[src/rtl/xrx_pkg.sv]
package xrx_pkg;
  typedef enum logic {ST_HUNT = 1'b0, ST_SYNC = 1'b1} rx_state_e;
  localparam int CRC_W = 16;
  localparam logic [CRC_W-1:0] POLY_A = 16'h1021;
  localparam logic [CRC_W-1:0] POLY_B = 16'h8005;
endpackage

[src/rtl/xrx_sync_hunt.sv]
module xrx_sync_hunt
  import xrx_pkg::*;
#(
  parameter int SYNC_W = 16
) (
  input  logic              clk,
  input  logic              rst_n,
  input  logic              en,
  input  logic              bit_en,
  input  logic              bit_in,
  input  logic              ext_mode,
  input  logic              sync_pulse,
  input  logic [SYNC_W-1:0] pattern,
  input  logic              hunt_cmd,
  input  logic              err,
  output logic              synced,
  output logic              take,
  output logic              start
);
  rx_state_e st, st_nx;
  logic [SYNC_W-1:0] hist, hist_nx;
  logic pat_hit, pulse_hit;

  assign hist_nx   = {hist[SYNC_W-2:0], bit_in};
  assign pat_hit   = bit_en && !ext_mode && (hist_nx == pattern);
  assign pulse_hit = bit_en && ext_mode && sync_pulse;

  always_comb begin
    st_nx = st;
    if (!en || hunt_cmd || err) st_nx = ST_HUNT;
    else if (st == ST_HUNT && (pat_hit || pulse_hit)) st_nx = ST_SYNC;
  end

  assign take   = en && !hunt_cmd && bit_en &&
                  (st == ST_SYNC || (st == ST_HUNT && pulse_hit));
  assign start  = (st == ST_HUNT) && (st_nx == ST_SYNC);
  assign synced = (st == ST_SYNC);

  always_ff @(posedge clk or negedge rst_n) begin
    if (!rst_n) begin
      st   <= ST_HUNT;
      hist <= '0;
    end else begin
      st <= st_nx;
      if (st == ST_SYNC && st_nx == ST_HUNT) hist <= ~pattern;
      else if (bit_en) hist <= hist_nx;
    end
  end
endmodule

[src/rtl/xrx_deser.sv]
module xrx_deser #(
  parameter int BYTE_W = 8
) (
  input  logic              clk,
  input  logic              rst_n,
  input  logic              take,
  input  logic              clr,
  input  logic              bit_in,
  input  logic              reverse,
  output logic              byte_done,
  output logic [BYTE_W-1:0] byte_out
);
  localparam int CNT_W = $clog2(BYTE_W);
  localparam logic [CNT_W-1:0] LAST_BIT = CNT_W'(BYTE_W - 1);

  logic [CNT_W-1:0]  cnt;
  logic [BYTE_W-1:0] acc, packed_b, mirrored;

  assign packed_b  = {acc[BYTE_W-2:0], bit_in};
  assign byte_done = take && (cnt == LAST_BIT);

  for (genvar i = 0; i < BYTE_W; i++) begin : g_mirror
    assign mirrored[i] = packed_b[BYTE_W-1-i];
  end

  assign byte_out = reverse ? mirrored : packed_b;

  always_ff @(posedge clk or negedge rst_n) begin
    if (!rst_n) begin
      cnt <= '0;
      acc <= '0;
    end else if (take) begin
      acc <= packed_b;
      cnt <= byte_done ? '0 : cnt + 1'b1;
    end else if (clr) begin
      cnt <= '0;
    end
  end
endmodule

[src/rtl/xrx_crc.sv]
module xrx_crc
  import xrx_pkg::*;
(
  input  logic clk,
  input  logic rst_n,
  input  logic take,
  input  logic start,
  input  logic bit_in,
  input  logic crc_sel,
  input  logic eof,
  output logic crc_valid,
  output logic crc_err
);
  logic [CRC_W-1:0] crc, base, poly, stepped;
  logic fb;

  assign poly    = crc_sel ? POLY_B : POLY_A;
  assign base    = start ? '0 : crc;
  assign fb      = base[CRC_W-1] ^ bit_in;
  assign stepped = {base[CRC_W-2:0], 1'b0} ^ (fb ? poly : '0);

  always_ff @(posedge clk or negedge rst_n) begin
    if (!rst_n) begin
      crc       <= '0;
      crc_valid <= 1'b0;
      crc_err   <= 1'b0;
    end else begin
      crc_valid <= eof;
      crc_err   <= eof && (crc != '0);
      if (eof) crc <= '0;
      else if (take) crc <= stepped;
      else if (start) crc <= '0;
    end
  end
endmodule

[src/rtl/xparent_rx.sv]
module xparent_rx
  import xrx_pkg::*;
#(
  parameter int SYNC_W = 16,
  parameter int BYTE_W = 8,
  parameter int LEN_W  = 8
) (
  input  logic              clk,
  input  logic              rst_n,
  input  logic              en,
  input  logic              bit_en,
  input  logic              bit_in,
  input  logic              ext_mode,
  input  logic              sync_pulse,
  input  logic [SYNC_W-1:0] sync_pattern,
  input  logic              reverse,
  input  logic              crc_sel,
  input  logic              hunt_cmd,
  input  logic              eof,
  input  logic [LEN_W-1:0]  buf_len,
  input  logic              buf_irq_en,
  input  logic              buf_avail,
  input  logic              busy_clr,
  input  logic              busy_irq_en,
  input  logic              m_ready,
  output logic              m_valid,
  output logic [BYTE_W-1:0] m_data,
  output logic              m_last,
  output logic              synced,
  output logic              buf_done,
  output logic              buf_irq,
  output logic              busy,
  output logic              busy_irq,
  output logic              overrun,
  output logic              crc_valid,
  output logic              crc_err
);
  logic take, start, byte_done, ovr, keep, drop_busy, last_here;
  logic [BYTE_W-1:0] byte_val;
  logic [LEN_W-1:0]  bcnt;
  logic [LEN_W:0]    bcnt_inc;

  assign ovr       = byte_done && !m_ready;
  assign keep      = byte_done && m_ready && buf_avail;
  assign drop_busy = byte_done && m_ready && !buf_avail;
  assign bcnt_inc  = {1'b0, bcnt} + 1'b1;
  assign last_here = (bcnt_inc == {1'b0, buf_len});

  xrx_sync_hunt #(.SYNC_W(SYNC_W)) u_hunt (
    .clk, .rst_n, .en, .bit_en, .bit_in, .ext_mode, .sync_pulse,
    .pattern(sync_pattern), .hunt_cmd, .err(ovr),
    .synced, .take, .start
  );

  xrx_deser #(.BYTE_W(BYTE_W)) u_deser (
    .clk, .rst_n, .take, .clr(!synced), .bit_in, .reverse,
    .byte_done, .byte_out(byte_val)
  );

  xrx_crc u_crc (
    .clk, .rst_n, .take, .start, .bit_in, .crc_sel, .eof,
    .crc_valid, .crc_err
  );

  always_ff @(posedge clk or negedge rst_n) begin
    if (!rst_n) begin
      m_valid  <= 1'b0;
      m_data   <= '0;
      m_last   <= 1'b0;
      buf_done <= 1'b0;
      buf_irq  <= 1'b0;
      overrun  <= 1'b0;
      busy     <= 1'b0;
      bcnt     <= '0;
    end else begin
      m_valid  <= keep;
      m_last   <= keep && last_here;
      buf_done <= keep && last_here;
      buf_irq  <= keep && last_here && buf_irq_en;
      overrun  <= ovr;
      if (keep) begin
        m_data <= byte_val;
        bcnt   <= last_here ? '0 : bcnt_inc[LEN_W-1:0];
      end
      if (drop_busy) busy <= 1'b1;
      else if (busy_clr) busy <= 1'b0;
    end
  end

  assign busy_irq = busy && busy_irq_en;
endmodule

[config.mk]
export PLATFORM = sky130hd
export DESIGN_NAME = xparent_rx
export DESIGN_NICKNAME = d
export VERILOG_FILES = /design/src/rtl/xrx_pkg.sv /design/src/rtl/xrx_sync_hunt.sv /design/src/rtl/xrx_deser.sv /design/src/rtl/xrx_crc.sv /design/src/rtl/xparent_rx.sv
export SDC_FILE = /design/constraint.sdc
export NUM_CORES = 1
export LEC_CHECK = 0
export BUFFER_PORTS_ARGS = -buffer_cell sky130_fd_sc_hd__buf_2
export CORE_MARGIN = 3
export CORE_UTILIZATION = 35
export CTS_CLUSTER_DIAMETER = 60
export DETAILED_ROUTE_END_ITERATION = 8
export GPL_ROUTABILITY_DRIVEN = 0
export HOLD_SLACK_MARGIN = 0.15
export SLEW_MARGIN = 25
export SYNTH_ARGS = -nofsm -noshare
export SYNTH_HDL_FRONTEND = slang
export SYNTH_SLANG_ARGS = --single-unit
[constraint.sdc]
create_clock -name clk -period 3 [get_ports clk]
set_input_delay 0.45 -clock clk [delete_from_list [all_inputs] [get_ports clk]]
set_output_delay 0.45 -clock clk [all_outputs]
set_load 0.1 [all_outputs]
# --- Word-level counts from Yosys, hierarchy flattened ---
# Index checks and enable logic that the tools add are counted.
totals:
  ramBits: 0
  in_bits: 40
  out_inout_bits: 18
  elab_cells: 73
  latchBits: 0
  romBits: 0
  n_memories: 0
  ff_bits: 65
classes:
  div: 0
  bitwise_logic: 5
  n_lt_le_gt_ge: 0
  mux: 16
  eq_ne: 4
  add_sub_neg: 2
  reduce_logical: 32
  n_shift: 0
  mul: 0
op_table:
  columns: ["operator", "count"]
  rows:
  - ["$mux 16", 5]
  - ["$mux 15", 2]
  - ["$logic_and 1x1->1", 20]
  - ["$eq 16x16->1", 1]
  - ["$mux 8", 2]
  - ["$reduce_bool 16->1", 1]
  - ["$xor 16x16->16", 1]
  - ["$not 15->15", 1]
  - ["$add 8x1->9 const B", 1]
  - ["$eq 9x8->1", 1]
  - ["$mux 3", 3]
  - ["$logic_not 1->1", 5]
  - ["$logic_or 1x1->1", 4]
  - ["$mux 1", 4]
  - ["$reduce_bool 2->1", 2]
  - ["$add 3x1->3 const B", 1]
  - ["$eq 3x3->1 const B", 1]
  - ["$ne 2x1->1 const B", 1]
  - ["$not 1->1", 2]
  - ["$xor 1x1->1", 1]

# --- Depth between registers and ports, before layout ---
# Gate-level depths: netlist (run 1).
logic_depth:
  word_depth: 16
  ltp_mapped: 9
  ltp_nobuf: 9

# --- By module ---
# Synthesis (run 1) repeated with hierarchy kept, for this count alone.
hier_totals:
  hier_cells: 334
  hier_area_um2: 3459.6
modules_own_cells:
  columns: ["module", "cells_per_inst", "n_inst", "seq_area_each_um2", "area_per_inst_um2"]
  rows:
  - ["xparent_rx", 112, 1, 525.5, 1061.0]
  - ["xrx_sync_hunt", 98, 1, 400.4, 984.7]
  - ["xrx_crc", 87, 1, 450.4, 898.4]
  - ["xrx_deser", 37, 1, 250.2, 515.5]

# --- Worst setup path after synthesis (run 1) ---
# Ideal clock, no wire load.
synth_timing:
  path_type: "register -> register"
  start: "register u_deser.cnt[0]"
  end: "register u_crc.crc[5]"
  t_required_ns: 2.865
  setup_time_ns: 0.135
  synth_period_minus_slack_ns: 2.278
  slack_ns: 0.722
  t_arrival_ns: 2.143
  stages_incl_launch_ff: 10
  n_path_buf: 0
  cell_sequence: "dfrtp_1 -> ha_1 -> ha_1 -> and3b_1 -> a311o_2 -> mux2i_1 -> a221oi_4 -> a21oi_2 -> xor2_1 -> o22ai_1"
synth_between:
  elab_chain_len: 12
synth_lines:
  columns: ["element", "line_no", "text"]
  rows:
  - ["start: declaration", "xrx_deser.sv:16", "logic [CNT_W-1:0] cnt;"]
  - ["start signal: assignment", "xrx_deser.sv:34", "cnt <= byte_done ? '0 : cnt + 1'b1;"]
  - ["$eq 3x3->1 (*)", "xrx_deser.sv:20", "assign byte_done = take && (cnt == LAST_BIT);"]
  - ["$logic_and 1x1->1 (*)", "xrx_deser.sv:20", null]
  - ["$logic_and 1x1->1 (*)", "xparent_rx.sv:43", "assign ovr = byte_done && !m_ready;"]
  - ["$logic_or 1x1->1 (*)", "xrx_sync_hunt.sv:30", "if (!en || hunt_cmd || err) st_nx = ST_HUNT;"]
  - ["$mux 1 (*)", "xrx_sync_hunt.sv:30", null]
  - ["$logic_and 1x1->1 (*)", "xrx_sync_hunt.sv:36", "assign start = (st == ST_HUNT) && (st_nx == ST_SYNC);"]
  - ["$mux 16 (*)", null, null]
  - ["$xor 1x1->1", "xrx_crc.sv:19", "assign fb = base[CRC_W-1] ^ bit_in;"]
  - ["$mux 16", "xrx_crc.sv:20", "assign stepped = {base[CRC_W-2:0], 1'b0} ^ (fb ? poly : '0);"]
  - ["$xor 16x16->16", "xrx_crc.sv:20", null]
  - ["$mux 16 (*)", "xrx_crc.sv:31", "else if (take) crc <= stepped;"]
  - ["$mux 16 (*)", "xrx_crc.sv:30", "if (eof) crc <= '0;"]
  - ["end signal: assignment", "xrx_crc.sv:31", null]
  - ["end: declaration", "xrx_crc.sv:14", "logic [CRC_W-1:0] crc, base, poly, stepped;"]
# Every way passes the cells marked *; elsewhere a longest branch is shown, timed or not.
# A chain may end at the register's enable or synchronous reset.

# --- Final worst setup path (run 1) ---
# Same ends and word-level chain as after synthesis.

==> results of run 1 <==
==> per-stage QoR <==
stage	util, %	cell area, sq um
finish	43.5	4060
global route	43.5	4060
CTS	43.5	4060
detailed placement	40.9	3820
global placement	40.9	3820
floorplan	-	3400
==> final timing paths <==
kind                                         to  slack, ps
worst max register to register     u_crc.crc[5]        520
min in group asynchronous         u_crc.crc[10]        610
worst min-delay path            u_crc.crc_valid        250
worst min register to register        m_data[5]        480
worst max-delay path               u_crc.crc[5]        520
max in group asynchronous          u_crc.crc[7]       1700
==> cell usage after synthesis (2+ instances only) <==
cell,count
nand2_1,80
dfrtp_1,65
o21ai_0,37
xnor2_1,21
mux2_2,17
a21oi_1,15
mux2i_1,14
clkbuf_1,10
nor2_1,10
xor2_1,8
a22o_1,7
inv_1,7
and3_1,6
nand3_1,6
nor4_1,6
o22ai_1,5
nand4_1,4
nor2b_1,4
buf_2,3
ha_1,3
a41oi_1,2
and2_1,2
==> cells by family after synthesis <==
group,after synthesis,synth area share (%)
AO/OA/AOI/OAI,77,14.3
XOR/XNOR,29,7.47
adder cells (fa/ha/maj),3,1.10
buffers and inverters,24,3.20
flip-flops,65,47.8
multiplexers,31,9.75
AND/OR/NAND/NOR,125,16.4
==> critical path, delay by kind of cell, from the launching register on <==
| family | cells | cell delay (ps) |
|---|---|---|
| adders and majority gates | 2 | 440 |
| xor gates and xnor gates | 1 | 160 |
| muxes | 1 | 190 |
| and+or+nand+nor | 2 | 410 |
| DFF | 1 | 390 |
| AOI/OAI and AO/OA | 3 | 780 |
==> layer usage <==
metal  routed length [um]  GRT usage, %  part of all wire [%]
met1                 3580          18.2                    49
met5                    0             0                     0
met2                 3340          22.6                    45
met3                  329          4.26                   4.5
met4                  101          4.12                   1.4
==> layout make-up <==
class / instances / share of cell area, %
multi-input cells: 265 / 41.1
flip-flops and latches: 65 / 40.1
repair buffers: 65 / 8.57
well taps: 129 / 3.98
clock buffers: 10 / 3.39
clock inverters: 6 / 2.22
inverters: 7 / 0.648
==> report_power, final <==
part           internal [uW]  total (uW)  leakage (uW)  switching [uW]
Sequential               969        1050      0.000876            82.0
Clock                    493         846      0.000113             353
Combinational            204         378      0.000907             174
Total                   1670        2270       0.00190             609
==> sequential cells by signal, indices dropped and copies added, names as in the netlist <==
signal	count
u_crc.crc	16
overrun	1
m_valid	1
buf_done	1
m_data	8
u_hunt.synced	1
buf_irq	1
u_crc.crc_err	1
u_crc.crc_valid	1
busy	1
u_deser.acc	7
u_hunt.hist	15
u_deser.cnt	3
bcnt	8
==> results.md, run 1 <==
* Multi-input gate area at between 0.0015 and 0.002 sq mm
* Number of global-route vias before repair at ~2700
* Total Routing Usage GR at about 14%
* Crit-path most repeated cell: ha_1
* Most frequent cells in the layout: 80 x nand2_1, 65 x dfrtp_1, 57 x buf_2
* Initial DRC Count at between 100 and 150
* Die W at 105 um
* Worst Path Max Fanout at 8
* Mapped cell area at ~0.0034 sq mm
* Slowest cell on crit path: a311o_2
* H-tree levels at 3
* Layout Skew at 10.3 ps
* Yosys reg bits at 65
* Die ar. at between 0.01 and 0.015 sq mm
* CP endpoint kind: register
* Clock network latency to the later pin of the worst-skew pair at around 350 ps
* Vias at 2707
* Ordered list of cells on the worst path: ha_1, ha_1, and3b_1, a311o_2, nor4_1, mux2i_1, a21oi_2, xor2_1, o22ai_1
* Residual DRC at 0
* Post-layout minimum cycle time at 2480 ps
* Clk buf depth at 2
* Final setup viols at 0
* Max IR drop VDD at ~330 uV
* Post-DP HPWL at approximately 5400 um
* Buffer count from post-CTS setup fixing at 0
* Slew Limit Fails at 0
* Critical Path Start Type: register
* Final worst path period share at 82.5%
* Core area at 0.00933 sq mm
* WP data arrival at ~2700 ps
* Chip height at around 100 um
* Initial antenna violation count at 0
* Port bufs at 57
* Grt ovf at 0
* Cts repair resizes at 0
* Hold Path Class: in -> reg
* Max frequency at 0.404 GHz
* Leak at between 0.0015 and 0.002 uW
* Worst Hold Launch: eof
* Mapped Nets at a little under 400
* Overall power at between 2000 and 2500 uW
* Yosys top cell area share at between 40% and 50%
* Worst reg2reg path startpoint: u_deser.cnt[0]
* Sequential area share after synthesis at 47.8%
* Synth cell types at 44
* RSZ-0062 raised after global routing: no
* Top cell type by total area after synthesis: dfrtp_1
* Final WS setup at 524 ps
* Largest net degree at the start of global routing at 31
* Reg area at about 0.0016 sq mm
* Antenna-violating nets left at 0
* Post-route insts no fill at ~550
* Worst reg2reg path depth at 9
* Global-route wire length before repair at roughly 13000 um
* Worst Tran Pin Value at between 500 and 600 ps
* Inst Count DP at 530
* CTS tree: yes
* Yosys Warn Count at 0
* Final hold viol count at 0
* Rel. slew slack at 66.0%
* Number of flops mapped to enable cells by yosys at 0
* Number of inserted diodes at 0
* Synth Area per Inst at 9.61 sq um
* Routed wire length at about 7400 um
* Setup_tns at 0 ps
* Post-synth ARST share at between 90% and 100%
* CTS sink cnt at between 60 and 70
* Worst Path Required at around 3200 ps
* Nets at roughly 460
* Area grow syn2layout at 19.2%
* Total CTS buffers at 9
* Mapped Cells at approximately 350
* Crit-path max cell delay at between 400 and 500 ps
* Row count at 35
* Worst hold slack at between 200 and 300 ps
* Pwr Density at 561 mW/mm^2
* Share of cells above drive strength 1 at between 20% and 30%
* Critical path origin: u_deser.cnt[0]
* TritonRoute pass-1 iters at 4
* Status: complete, no violations
* CTS Hold Bufs at 1
* Commonest non-fill, non-tap cell in the layout: nand2_1
* CP Class: reg -> reg
* Initial Util at a little over a third
* Clk slew on worst S/H paths at about 70 ps
* WL/cell at about 13 um
* Worst slack, placed at 540 ps
* Vias per Instance at ~5
* Cells on Worst Hold Path at 1
* Root Buffer: clkbuf_8
* Main synth FF type: dfrtp_1
* Ports at just under 60
* Synth area leaders: dfrtp_1 48%, nand2_1 8.8%, mux2_2 5.6%, o21ai_0 5.4%, xnor2_1 5.4%
* Max cap viols at 0
* Fill count at 950
No activity file was read; power rests on OpenSTA's default activity.
==> inputs of run 2 (changes only) <==
==> constraint.sdc (replaced) <==
create_clock -name clk -period 2.2 [get_ports clk]
set_input_delay 0.33 -clock clk [delete_from_list [all_inputs] [get_ports clk]]
set_output_delay 0.33 -clock clk [all_outputs]
set_load 0.1 [all_outputs]
==> run 2 against run 1 <==
Global-route usage rose by 0.20 points; the run now ends with setup timing left; sequential share of layout area fell by 1.5 points; largest power group unchanged; core utilization rose by 1.7 points; largest cell class unchanged; critical path depth did not move; design area rose by 3.9%; highest routed layer unchanged; combinational power rose by 41%; sequential power rose by 36%; count of clock-buffer cells in the layout rose by 2; critical path type unchanged; flip-flop and latch count did not move; wire length rose by 0.97%.
==> results.md, run 2 (synthesis results as in run 1) <==
* Initial Util at 36.5% (unchanged)
* Reg power frac at 46.6% (was 46.2%)
* Critical path origin: u_deser.cnt[1] (was u_deser.cnt[0])
* Post-layout minimum cycle time at 2210 ps (was 2480 ps)
* Pint at 2270 uW (was 1670 uW)
* Final WS setup at -13.7 ps (was 524 ps)
* Die ar. at 0.0109 sq mm (unchanged)
* Total Routing Usage GR at 14.2% (was 14.0%)
* Row count at 35 (unchanged)
* CP Class: reg -> reg (unchanged)
* Number of flip-flops in the largest register at 16 (unchanged)
* Sw Ratio at 26.1% (was 26.8%)
* Worst reg2reg path startpoint: u_deser.cnt[1] (was u_deser.cnt[0])
* Leak at 0.00195 uW (was 0.00190 uW)
* Final hold viol count at 0 (unchanged)
* Number of global-route vias before repair at 2712 (was 2702)
* Failing checks: setup timing
* Residual DRC at 0 (unchanged)
* Rel. slew slack at 65.9% (was 66.0%)
* Max cap viols at 0 (unchanged)
* Dpl cell area at 0.00388 sq mm (was 0.00382 sq mm)
* Largest net degree at the start of global routing at 66 (was 31)
* Area grow syn2layout at 23.8% (was 19.2%)
* Max frequency at 0.452 GHz (was 0.404 GHz)
* Chip height at 105 um (unchanged)
* Regs by FF count: u_crc.crc (16), u_hunt.hist (15) (unchanged)
* Clk slew on worst S/H paths at 70 ps (about the same)
* Worst Path Max Fanout at 3 (was 8)
* Die W at 105 um (unchanged)
* Grt ovf at 0 (unchanged)
* GRT busiest layer: met2 (unchanged)
* Vias per Instance at 4.88 (was 4.95)
* Util after Layout at 45.2% (was 43.5%)
* Met2 Usage GRT at 22.7% (was 22.6%)
* Worst Path Required at 2460 ps (was 3220 ps)
* Total CTS buffers at 9 (unchanged)
* Worst Tran Pin Value at 511 ps (was 510 ps)
* WP data arrival at 2480 ps (was 2700 ps)
* GR met3 Demand/Resource at 4.01% (was 4.26%)
* Fin area at 0.00421 sq mm (was 0.00406 sq mm)
* Number of inserted diodes at 0 (unchanged)
* Global-route wire length before repair at 12700 um (was 12600 um)
* Commonest non-fill, non-tap cell in the layout: nand2_1 (unchanged)
* Nets at 470 (was 456)
* Inst Count DP at 537 (was 530)
* Final setup viols at 2 (was 0)
* Routed wire length at 7420 um (was 7350 um)
* Vias at 2734 (was 2707)
* Clk buf depth at 2 (unchanged)
* Final worst path period share at 101% (was 82.5%)
* Root Buffer: clkbuf_8 (unchanged)
* Port bufs at 57 (unchanged)
* Core area at 0.00933 sq mm (unchanged)
* Reg with most FFs: u_crc.crc (unchanged)
* WL/cell at 13.3 um (was 13.4 um)
* Met1 usage at 18.6% (was 18.2%)
* Part of the power in combinational logic at 17.3% (was 16.6%)
* Clock network latency to the later pin of the worst-skew pair at 340 ps (was 350 ps)
* Status: complete, but fails checks (was complete, no violations)
* Layout Skew at 8.93 ps (was 10.3 ps)
* Most frequent cells in the layout: 80 x nand2_1, 64 x dfrtp_1, 57 x buf_2 (was 80 x nand2_1, 65 x dfrtp_1, 57 x buf_2)
* CP endpoint kind: register (unchanged)
* TritonRoute pass-1 iters at 6 (was 4)
* Clk pwr share at 36.1% (was 37.2%)
* Setup_tns at -24.6 ps (was 0 ps)
* Post-DP HPWL at 5270 um (was 5400 um)
* Critical Path Start Type: register (unchanged)
* Hold Path Class: in -> reg (unchanged)
* Worst Hold Launch: busy_clr (was eof)
* CTS tree: yes (unchanged)
* Initial DRC Count at 144 (was 101)
* Post-route insts no fill at 560 (was 547)
* H-tree levels at 3 (unchanged)
* Initial antenna violation count at 0 (unchanged)
* Pwr Density at 730 mW/mm^2 (was 561 mW/mm^2)
* Slew Limit Fails at 0 (unchanged)
* Share of cells above drive strength 1 at 28.5% (was 25.1%)
* Ports at 58 (unchanged)
* CTS sink cnt at 65 (unchanged)
* Max IR drop VDD at 431 uV (was 325 uV)
* Antenna-violating nets left at 0 (unchanged)
* Switch Pwr at 803 uW (was 609 uW)
* RSZ-0062 raised after global routing: yes (was no)
## run 2: power groups by stage
stage / sequential [uW] / clock [uW] / combinational, uW
6_report: 1430 / 1110 / 532
3_5_place_dp: 1460 / 0 / 526
3_3_place_gp: 1450 / 0 / 514
5_1_grt: 1450 / 1200 / 608
2_1_floorplan: 1440 / 0 / 375
4_1_cts: 1430 / 1140 / 535
## run 2: layout make-up
type / instances / area (sq um)
Multi-Input combinational cell: 265 / 1720
Timing Repair Buffer: 79 / 468
Tap cell: 129 / 161
Clock inverter: 3 / 65.1
Clock buffer: 12 / 145
Sequential cell: 65 / 1630
Fill cell: 909 / 5110
Inverter: 7 / 26.3
## run 2: what timing repair did
item | 4_1_cts | 5_1_grt
setup buffers | 4 | 2
setup endpoints to repair | 4 | 11
resized for setup | 5 | 7
endpoints found under the hold margin | 66 | 0
hold buffers | 2 | 0
pin swaps | 8 | 2
## run 2: final timing paths
check / depth (start not counted) / endpoint / slack [ps]
setup / recovery: 9 / u_crc.crc[2] / -10
max in group asynchronous: 3 / u_hunt.synced / 1360
hold / removal: 2 / busy / 170
hold reg to reg: 2 / m_data[2] / 470
min in group asynchronous: 3 / m_data[6] / 550
setup reg to reg: 9 / u_crc.crc[2] / -10
## run 2: worst max-delay path: stages (launching register included)
cell and delay, ps:
dfrtp_1 390, ha_2 190, ha_4 160, and3b_1 170
a311o_2 370, mux2i_2 190, a221oi_4 260, a21boi_2 120
xor2_1 170, o22ai_1 120
## run 2: stage by stage
stage	hold slack (ps)	power, uW	worst slack [ps]
6_report	170	3070	-13.7
5_1_grt	167	3260	-116
4_1_cts	157	3110	-37.3
3_5_place_dp	375	1980	-81.5
3_3_place_gp	379	1960	10.8
2_1_floorplan	34.4	1820	-5.97
## run 2: routing by layer
metal / wire (um) / part of all wire (%)
met1: 3430 / 46
met2: 3590 / 48
met3: 335 / 4.5
met4: 64 / 0.86
met5: 0 / 0
==> inputs of run 3 (changes only) <==
--- a/config.mk
+++ b/config.mk
@@ -8,6 +8,7 @@
 export BUFFER_PORTS_ARGS = -buffer_cell sky130_fd_sc_hd__buf_2
 export CORE_MARGIN = 3
 export CORE_UTILIZATION = 35
+export CTS_BUF_LIST = sky130_fd_sc_hd__clkbuf_2
 export CTS_CLUSTER_DIAMETER = 60
 export DETAILED_ROUTE_END_ITERATION = 8
 export GPL_ROUTABILITY_DRIVEN = 0
==> constraint.sdc (replaced) <==
create_clock -name clk -period 2.4 [get_ports clk]
set_input_delay 0.36 -clock clk [delete_from_list [all_inputs] [get_ports clk]]
set_output_delay 0.36 -clock clk [all_outputs]
set_load 0.1 [all_outputs]
==> run 3 against run 2 <==
The run now ends clean; worst setup slack improved by 140 ps; worst hold slack improved by 63 ps; wire length rose by 1.5%; first-iteration DRC count fell by 26%; critical path depth did not move; flip-flop and latch count did not move; sequential share of layout area fell by 0.65 points; clock skew rose by 21 ps; power fell by 13%; die area did not move; sequential power fell by 8%; non-clock buffer count rose by 11; critical path type unchanged; largest cell class unchanged.
==> results.md, run 3 (synthesis results as in run 1) <==
* Die W at 105 um (unchanged)
* Critical Path Start Type: register (unchanged)
* CP endpoint kind: register (unchanged)
* Number of flip-flops in the largest register at 16 (unchanged)
* Share of cells above drive strength 1 at 26.2% (was 28.5%)
* Residual DRC at 0 (unchanged)
* Reg with most FFs: u_crc.crc (unchanged)
* Final worst path period share at 94.5% (was 101%)
* CP top delay family: compound AO/OA/AOI/OAI gates (unchanged)
* Nets at 481 (was 470)
* Chip height at 105 um (unchanged)
* Port bufs at 57 (unchanged)
* Final setup viols at 0 (was 2)
* Reg2reg setup slack at 130 ps (was -10 ps)
* Vias at 2798 (was 2734)
* Slowest cell on crit path: dfrtp_1 (unchanged)
* H-tree levels at 3 (unchanged)
* Clk buf depth at 2 (unchanged)
* Hold Path Class: in -> reg (unchanged)
* Crit. path cell count at 9 (unchanged)
* Antenna-violating nets left at 0 (unchanged)
* Ports at 58 (unchanged)
* Row count at 35 (unchanged)
* Area grow syn2layout at 25.9% (was 23.8%)
* Setup_tns at 0 ps (was -24.6 ps)
* CP Class: reg -> reg (unchanged)
* Die ar. at 0.0109 sq mm (unchanged)
* Number of inserted diodes at 0 (unchanged)
* Global-route wire length before repair at 13000 um (was 12700 um)
* Max cap viols at 0 (unchanged)
* Worst reg2reg path startpoint: u_deser.cnt[0] (was u_deser.cnt[1])
* Number of global-route vias before repair at 2759 (was 2712)
* Worst slack, placed at -21.9 ps (was -81.5 ps)
* Initial Util at 36.5% (unchanged)
* Worst Path Max Fanout at 3 (unchanged)
* Largest net degree at the start of global routing at 66 (unchanged)
* Total Routing Usage GR at 14.2% (about the same)
* Regs by FF count: u_crc.crc (16), u_hunt.hist (15) (unchanged)
* Critical path origin: u_deser.cnt[0] (was u_deser.cnt[1])
* RSZ-0062 raised after global routing: no (was yes)
* Final WS setup at 131 ps (was -13.7 ps)
* Status: complete, no violations (was complete, but fails checks)
* WP data arrival at 2670 ps (was 2480 ps)
* Layout Skew at 29.6 ps (was 8.93 ps)
* Pwr Density at 627 mW/mm^2 (was 730 mW/mm^2)
* Grt ovf at 0 (unchanged)
* Worst Tran Pin Value at 615 ps (was 511 ps)
* Initial DRC Count at 106 (was 144)
* Crit-path max cell delay at 420 ps (was 390 ps)
* Leak at 0.00198 uW (was 0.00195 uW)
* WL/cell at 13.2 um (was 13.3 um)
* Worst reg2reg path depth at 9 (unchanged)
* Initial antenna violation count at 0 (unchanged)
* Most frequent cells in the layout: 80 x nand2_1, 65 x dfrtp_1, 57 x buf_2 (was 80 x nand2_1, 64 x dfrtp_1, 57 x buf_2)
* Vias per Instance at 4.89 (was 4.88)
* Max IR drop VDD at 362 uV (was 431 uV)
* Commonest non-fill, non-tap cell in the layout: nand2_1 (unchanged)
* WP buf/inv at 0 (unchanged)
* Rel. slew slack at 59.0% (was 65.9%)
* Ordered list of cells on the worst path: ha_2, ha_2, and3b_2, a311o_2, mux2i_2, a221oi_4, a21boi_2, xor2_1, o32ai_1 (was ha_2, ha_4, and3b_1, a311o_2, mux2i_2, a221oi_4, a21boi_2, xor2_1, o22ai_1)
* CTS tree: yes (unchanged)
* TritonRoute pass-1 iters at 4 (was 6)
* Total CTS buffers at 9 (unchanged)
* Crit Reg-Reg Endpoint: u_crc.crc[15] (was u_crc.crc[2])
* Clk slew on worst S/H paths at 190 ps (was 70 ps)
* Crit-path most repeated cell: ha_2
* CP Capture Point: u_crc.crc[15] (was u_crc.crc[2])
* Post-DP HPWL at 5280 um (was 5270 um)
* Core area at 0.00933 sq mm (unchanged)
* Routed wire length at 7540 um (was 7420 um)
* Post-layout minimum cycle time at 2270 ps (was 2210 ps)
* CTS sink cnt at 65 (unchanged)
* Slew Limit Fails at 0 (unchanged)
* Final hold viol count at 0 (unchanged)
* Max frequency at 0.441 GHz (was 0.452 GHz)
* Root Buffer: clkbuf_2 (was clkbuf_8)
* Clock network latency to the later pin of the worst-skew pair at 500 ps (was 340 ps)
* Worst Path Required at 2800 ps (was 2460 ps)
[run 3: repair_timing]
item                                    CTS  global route
hold buffers                             22             0
endpoints found under the setup margin    4            10
hold endpoints to repair                 87             0
resized for setup                         1             8
setup buffers                             0             1
pin swaps                                 1             4
[run 3: how the worst min path moves through the flow]
stage                          start             end  slack (ps)  depth (start not counted)
after floorplan                rst_n         bcnt[0]          60                          0
after global placement         rst_n  u_deser.cnt[1]         410                          2
after detailed placement       rst_n  u_deser.cnt[1]         410                          2
after CTS                 sync_pulse   u_hunt.synced         170                          4
after global routing              en   u_hunt.synced         220                          3
final                     sync_pulse   u_hunt.synced         230                          4
[run 3: metal layers]
layer	GRT usage, %	vias up	share of wire (%)
met4	5.34	0	1.2
met1	19.3	1343	49
met2	22.6	49	46
met5	0	-	0
li1	-	1395	-
met3	2.78	11	4.0
[run 3: layout make-up]
class                      count  area, sq um
fill                         890         5050
inverter                       7         26.3
multi-input combinational    265         1700
sequential                    65         1630
tap                          129          161
timing repair buffer          90          601
clock inverter                 7          119
clock buffer                   9         45.0
[run 3: metrics by stage]
| stage | area [sq um] | std cells | power [uW] | util (%) | hold WS [ps] |
|---|---|---|---|---|---|
| 2_1_floorplan | 3400 | 354 | 1660 | - | 64.4 |
| 4_1_cts | 4240 | 571 | 2730 | 45.5 | 171 |
| 5_1_grt | 4280 | 572 | 2840 | 45.9 | 217 |
| 3_3_place_gp | 3850 | 533 | 1800 | 41.3 | 408 |
| 3_5_place_dp | 3850 | 533 | 1820 | 41.3 | 410 |
| 6_report | 4280 | 572 | 2690 | 45.9 | 233 |
[run 3: report_power, final]
part           total (uW)  internal (uW)  switching [uW]
Clock                 863            448             414
Combinational         511            282             229
Sequential           1310           1210             102
Total                2690           1940             745
[run 3: worst reg2reg max path, stage by stage (launching register included)]
cell and delay (ps):
dfrtp_1 420, ha_2 180, ha_2 170, and3b_2 210
a311o_2 370, mux2i_2 180, a221oi_4 250, a21boi_2 120
xor2_1 170, o32ai_1 120
